===== src/rtl/alu8_pkg.sv =====
package alu8_pkg;
    localparam int DW = 8;
    localparam int NW = DW / 2;

    typedef enum logic [3:0] {
        OP_ADD  = 4'd0,
        OP_ADC  = 4'd1,
        OP_SUB  = 4'd2,
        OP_SBC  = 4'd3,
        OP_DAA  = 4'd4,
        OP_AND  = 4'd5,
        OP_OR   = 4'd6,
        OP_XOR  = 4'd7,
        OP_CPL  = 4'd8,
        OP_RL   = 4'd9,
        OP_RR   = 4'd10,
        OP_RLC  = 4'd11,
        OP_RRC  = 4'd12,
        OP_INC  = 4'd13,
        OP_DEC  = 4'd14,
        OP_PASS = 4'd15
    } alu_op_e;

    typedef struct packed {
        logic c;
        logic ac;
        logic z;
        logic ov;
    } flag_s;
endpackage


===== src/rtl/alu8_addsub.sv =====
module alu8_addsub #(
    parameter int DW = 8,
    localparam int NW = DW / 2
) (
    input  logic [DW-1:0] a,
    input  logic [DW-1:0] b,
    input  logic          cin,
    output logic [DW-1:0] sum,
    output logic          cout,
    output logic          c_half,
    output logic          c_into_msb
);
    logic [DW:0]   full;
    logic [NW:0]   low;
    logic [DW-1:0] upto_msb;

    always_comb begin
        full       = {1'b0, a} + {1'b0, b} + {{DW{1'b0}}, cin};
        low        = {1'b0, a[NW-1:0]} + {1'b0, b[NW-1:0]} + {{NW{1'b0}}, cin};
        upto_msb   = {1'b0, a[DW-2:0]} + {1'b0, b[DW-2:0]} + {{(DW-1){1'b0}}, cin};
        sum        = full[DW-1:0];
        cout       = full[DW];
        c_half     = low[NW];
        c_into_msb = upto_msb[DW-1];
    end
endmodule


===== src/rtl/alu8_decadj.sv =====
module alu8_decadj #(
    parameter int DW = 8,
    localparam int NW = DW / 2
) (
    input  logic [DW-1:0] a,
    input  logic          c_in,
    input  logic          ac_in,
    output logic [DW-1:0] res,
    output logic          cout
);
    localparam logic [DW:0] LO_FIX = (DW+1)'(6);
    localparam logic [DW:0] HI_FIX = (DW+1)'(6) << NW;
    localparam logic [NW-1:0] DIGIT_MAX = NW'(9);

    logic          lo_adj;
    logic          hi_adj;
    logic [DW:0]   step1;
    logic [DW:0]   step2;

    always_comb begin
        lo_adj = ac_in || (a[NW-1:0] > DIGIT_MAX);
        step1  = {1'b0, a} + (lo_adj ? LO_FIX : '0);
        hi_adj = c_in || step1[DW] || (step1[DW-1:NW] > DIGIT_MAX);
        step2  = {1'b0, step1[DW-1:0]} + (hi_adj ? HI_FIX : '0);
        res    = step2[DW-1:0];
        cout   = c_in | step1[DW] | step2[DW];
    end
endmodule


===== src/rtl/alu8_rotate.sv =====
module alu8_rotate #(
    parameter int DW = 8
) (
    input  logic [DW-1:0] a,
    input  logic          cin,
    input  logic          go_right,
    input  logic          thru_c,
    output logic [DW-1:0] res,
    output logic          cout
);
    logic fill;

    always_comb begin
        if (go_right) begin
            fill = thru_c ? cin : a[0];
            res  = {fill, a[DW-1:1]};
            cout = a[0];
        end else begin
            fill = thru_c ? cin : a[DW-1];
            res  = {a[DW-2:0], fill};
            cout = a[DW-1];
        end
    end
endmodule


===== src/rtl/alu8_core.sv =====
module alu8_core
    import alu8_pkg::*;
(
    input  logic [3:0]    op,
    input  logic [DW-1:0] opa,
    input  logic [DW-1:0] opb,
    input  logic          c_in,
    input  logic          ac_in,
    input  logic          z_in,
    input  logic          ov_in,
    output logic [DW-1:0] result,
    output logic          c_out,
    output logic          ac_out,
    output logic          z_out,
    output logic          ov_out,
    output logic          c_wr,
    output logic          ac_wr,
    output logic          z_wr,
    output logic          ov_wr
);
    alu_op_e       op_e;
    logic [DW-1:0] add_b;
    logic          add_cin;
    logic [DW-1:0] add_sum;
    logic          add_cout;
    logic          add_chalf;
    logic          add_c7;
    logic [DW-1:0] daa_res;
    logic          daa_cout;
    logic          rot_right;
    logic          rot_thru;
    logic [DW-1:0] rot_res;
    logic          rot_cout;
    flag_s         fnew;
    flag_s         fwr;

    assign op_e = alu_op_e'(op);

    // operand steering for the shared adder
    always_comb begin
        add_b   = opb;
        add_cin = 1'b0;
        unique case (op_e)
            OP_ADC:  add_cin = c_in;
            OP_SUB:  begin add_b = ~opb; add_cin = 1'b1; end
            OP_SBC:  begin add_b = ~opb; add_cin = c_in; end
            OP_INC:  begin add_b = '0;   add_cin = 1'b1; end
            OP_DEC:  add_b = '1;
            default: ;
        endcase
    end

    assign rot_right = (op_e == OP_RR) || (op_e == OP_RRC);
    assign rot_thru  = (op_e == OP_RLC) || (op_e == OP_RRC);

    alu8_addsub #(.DW(DW)) u_addsub (
        .a(opa), .b(add_b), .cin(add_cin),
        .sum(add_sum), .cout(add_cout),
        .c_half(add_chalf), .c_into_msb(add_c7)
    );

    alu8_decadj #(.DW(DW)) u_decadj (
        .a(opa), .c_in(c_in), .ac_in(ac_in),
        .res(daa_res), .cout(daa_cout)
    );

    alu8_rotate #(.DW(DW)) u_rotate (
        .a(opa), .cin(c_in), .go_right(rot_right), .thru_c(rot_thru),
        .res(rot_res), .cout(rot_cout)
    );

    // result selection and flag write sets
    always_comb begin
        result = opa;
        fwr    = '0;
        fnew   = '{c: c_in, ac: ac_in, z: 1'b0, ov: ov_in};
        unique case (op_e)
            OP_ADD, OP_ADC, OP_SUB, OP_SBC: begin
                result = add_sum;
                fwr    = '{c: 1'b1, ac: 1'b1, z: 1'b1, ov: 1'b1};
                fnew.c  = add_cout;
                fnew.ac = add_chalf;
                fnew.ov = add_c7 ^ add_cout;
            end
            OP_DAA: begin
                result = daa_res;
                fwr.c  = 1'b1;
                fnew.c = daa_cout;
            end
            OP_AND:  begin result = opa & opb; fwr.z = 1'b1; end
            OP_OR:   begin result = opa | opb; fwr.z = 1'b1; end
            OP_XOR:  begin result = opa ^ opb; fwr.z = 1'b1; end
            OP_CPL:  begin result = ~opa;      fwr.z = 1'b1; end
            OP_RL, OP_RR: result = rot_res;
            OP_RLC, OP_RRC: begin
                result = rot_res;
                fwr.c  = 1'b1;
                fnew.c = rot_cout;
            end
            OP_INC, OP_DEC: begin result = add_sum; fwr.z = 1'b1; end
            OP_PASS: result = opa;
        endcase
        fnew.z = (result == '0);
    end

    assign c_wr   = fwr.c;
    assign ac_wr  = fwr.ac;
    assign z_wr   = fwr.z;
    assign ov_wr  = fwr.ov;
    assign c_out  = fwr.c  ? fnew.c  : c_in;
    assign ac_out = fwr.ac ? fnew.ac : ac_in;
    assign z_out  = fwr.z  ? fnew.z  : z_in;
    assign ov_out = fwr.ov ? fnew.ov : ov_in;
endmodule


===== config.mk =====
export PLATFORM = sky130hd
export DESIGN_NAME = alu8_core
export DESIGN_NICKNAME = d
export VERILOG_FILES = /design/src/rtl/alu8_pkg.sv /design/src/rtl/alu8_addsub.sv /design/src/rtl/alu8_decadj.sv /design/src/rtl/alu8_rotate.sv /design/src/rtl/alu8_core.sv
export SDC_FILE = /design/constraint.sdc
export NUM_CORES = 1
export LEC_CHECK = 0
export ABC_AREA = 1
export ABC_CLOCK_PERIOD_IN_PS = 4500
export BUFFER_PORTS_ARGS = -buffer_cell sky130_fd_sc_hd__buf_2
export CAP_MARGIN = 20
export CELL_PAD_IN_SITES_DETAIL_PLACEMENT = 0
export CELL_PAD_IN_SITES_GLOBAL_PLACEMENT = 1
export CORE_AREA = 2 2 69 87
export DETAILED_ROUTE_END_ITERATION = 12
export DIE_AREA = 0 0 71 89
export PLACE_DENSITY_LB_ADDON = 0.1
export RECOVER_POWER = 50
export SLEW_MARGIN = 10
export SYNTH_ARGS = -nofsm -noshare
export SYNTH_HDL_FRONTEND = slang
export SYNTH_HIERARCHICAL = 1
export SYNTH_SLANG_ARGS = --single-unit

===== constraint.sdc =====
create_clock -name vclk -period 4.5
set_clock_uncertainty 0.15 [all_clocks]
set_input_delay 0.45 -clock vclk [all_inputs]
set_output_delay 0.45 -clock vclk [all_outputs]
set_load 0.05 [all_outputs]

==> flow_metrics.tcl <==
set metrics [dict create \
    rows 30 \
    synth_nets 443 \
    hpwl_um 5840 \
    synth_common_cells "nand2_1 (140), inv_1 (65), nand3_1 (35)" \
    diodes 0 \
    synth_top_area_cell "nand2_1" \
    yosys-top-cells-area "nand2_1 (25%), ha_1 (16%), inv_1 (11%)" \
    finalSetupViolations 0 \
    syn_inst 388 \
    vias 2426 \
    min_period_ps 4160 \
    seq_cells 0 \
    synth_most_common_cell "nand2_1" \
    ys_warn_count 6 \
    pre_cts_slack_ps 111 \
    setup_tns_ps 0 \
    dieArea_um2 6320 \
    dieWidth_um 71 \
    regArea_um2 0 \
    hold_end "z_out" \
    cap_violations 0 \
    hold_viol 0 \
    min_from "z_in" \
    hold_class "primary input to primary output" \
    nNetsFinal 487 \
    track_usage_pct 22.9 \
    die_h_um 89 \
    initial_core_util_pct 39.1 \
    grt_setup_unrepaired "false" \
    path_max_fanout 4 \
    ys_seq_area_share_pct 0 \
    finalWeightedCongestion 0.877 \
    dr.pass1.iters 4 \
    hold_depth 4 \
    period_share_pct 92.3 \
    fmax_mhz 241 \
    drc 0 \
    status "finished clean" \
    wl_per_cell_um 14.4 \
    ir_drop_uv 60.5 \
    critical_path_class "primary input to primary output" \
    gr-total-overflow 0 \
    p_leak_nw 1.48 \
    ant_nets 0 \
    drive_gt1_share_pct 20.5 \
    syn-cell-area_um2 2130 \
    p_per_area_nw_per_um2 154 \
    multi_input_area_um2 1830 \
    relSlewSlack_pct 43.3 \
    grt_antenna_before_repair 0 \
    core_um2 5440 \
    viasPerCell 4.91 \
    io_pins 40 \
    wl_um 7100 \
    yosys.area.top_type_share_pct 24.7 \
    grt_max_degree 13 \
    worstSetupStartpoint "opa[2]" \
    start_kind "primary input" \
    setup_slack_ps 345 \
    io_buffers 40 \
    syn_area_per_cell_um2 5.48 \
    final_max_slew_viol_count 0 \
    cp.required_ps 3900 \
    grt_pass1_wl_um 11500 \
    grt_pass1_vias 2264 \
    arrival_ps 3560 \
    area_growth_pct 13.5 \
    worst_pin_slew_ps 847 \
    drt_iter0_markers 149 \
    critPathCaptureType "primary output" \
    n_fill_cell 632 \
    nClkBuffers 0 \
    synth_cell_type_count 37 \
]
## cells in the final DEF, fill, tap and decap left out, types with 2 or more instances in the layout
master    count
or2_1         2
nor2_4        4
nor2_2        2
xor2_1        4
o21ai_0       5
nand2_1     140
nand3_1      36
nand2_2      13
ha_1         26
buf_2        34
nor2_1       23
o21ai_1       3
or2_2         7
inv_1        65
buf_4         8
a21oi_1      10
xnor2_1       3
o211ai_1      5
fa_1          3
clkbuf_1      5
a21oi_2       2
inv_2         3
o21ai_2       3
nand3_2       7
nand3b_1      4
## cell type report
type	count	share of cell area (%)
Multi-Input combinational cell	314	75.6
Tap cell	64	3.32
Inverter	69	10.7
Timing Repair Buffer	47	10.3
## logic make-up (layout without fill, tap and decap cells)
| logic type | after synthesis | in the layout | synth area share (%) |
|---|---|---|---|
| adder cells (fa/ha/maj) | 31 | 31 | 19.7 |
| buffers and inverters | 74 | 116 | 13.9 |
| AND/OR/NAND/NOR | 244 | 244 | 53.7 |
| AO/OA/AOI/OAI | 31 | 31 | 9.07 |
| XOR/XNOR | 8 | 8 | 3.65 |
## worst max-delay path, stage by stage
cell,delay [ps]
buf_2,130
o21ai_1,140
nand2_1,110
ha_2,220
fa_2,380
nand2_1,90
nor2_2,50
nand2_1,60
nand2_2,60
nand2_4,100
nand2_1,60
nand2_1,70
ha_1,170
inv_1,60
fa_1,410
xnor2_2,140
or2_2,280
nand2_1,80
nand2_1,50
nor2_1,90
nand3_1,90
nand2_1,70
buf_4,190
## power breakdown
| part | internal (mW) | switching (mW) |
|---|---|---|
| Combinational | 0.113 | 0.259 |
| Sequential | 0 | 0 |
| Clock | 0 | 0 |
| Total | 0.113 | 0.259 |
## what timing repair did
| item | 4_1_cts | 5_1_grt |
|---|---|---|
| buffers inserted | 0 | 1 |
| hold buffers | 0 | 0 |
| setup endpoints to repair | 0 | 1 |
| gates resized for setup | 0 | 5 |
## stage by stage
stage | total power [mW] | hold slack [ps] | utilization (%) | cells | area, um^2
after global routing | 0.413 | 1120 | 44.3 | 494 | 2410
after floorplan | 0.270 | 1030 | - | 388 | 2130
after detailed placement | 0.373 | 1140 | 44.4 | 493 | 2410
final | 0.372 | 1110 | 44.3 | 494 | 2410
after CTS | 0.375 | 1150 | 44.4 | 493 | 2410
after global placement | 0.372 | 1150 | 44.4 | 493 | 2410
## per-layer routing
layer	global-route usage [%]	routed length [um]	up-vias
met3	0	266	2
met2	43.8	3590	54
li1	-	-	1288
met5	0	0	-
met4	2.06	48	0
met1	30.1	3190	1082
## worst max-delay path by stage
stage	end	slack, ps	depth (start not counted)
detailed placement	z_out	110	23
global route	z_out	30	23
global placement	z_out	140	23
finish	z_out	340	23
floorplan	ov_out	300	18
CTS	z_out	80	23
Power figures use the tool's default switching activity.
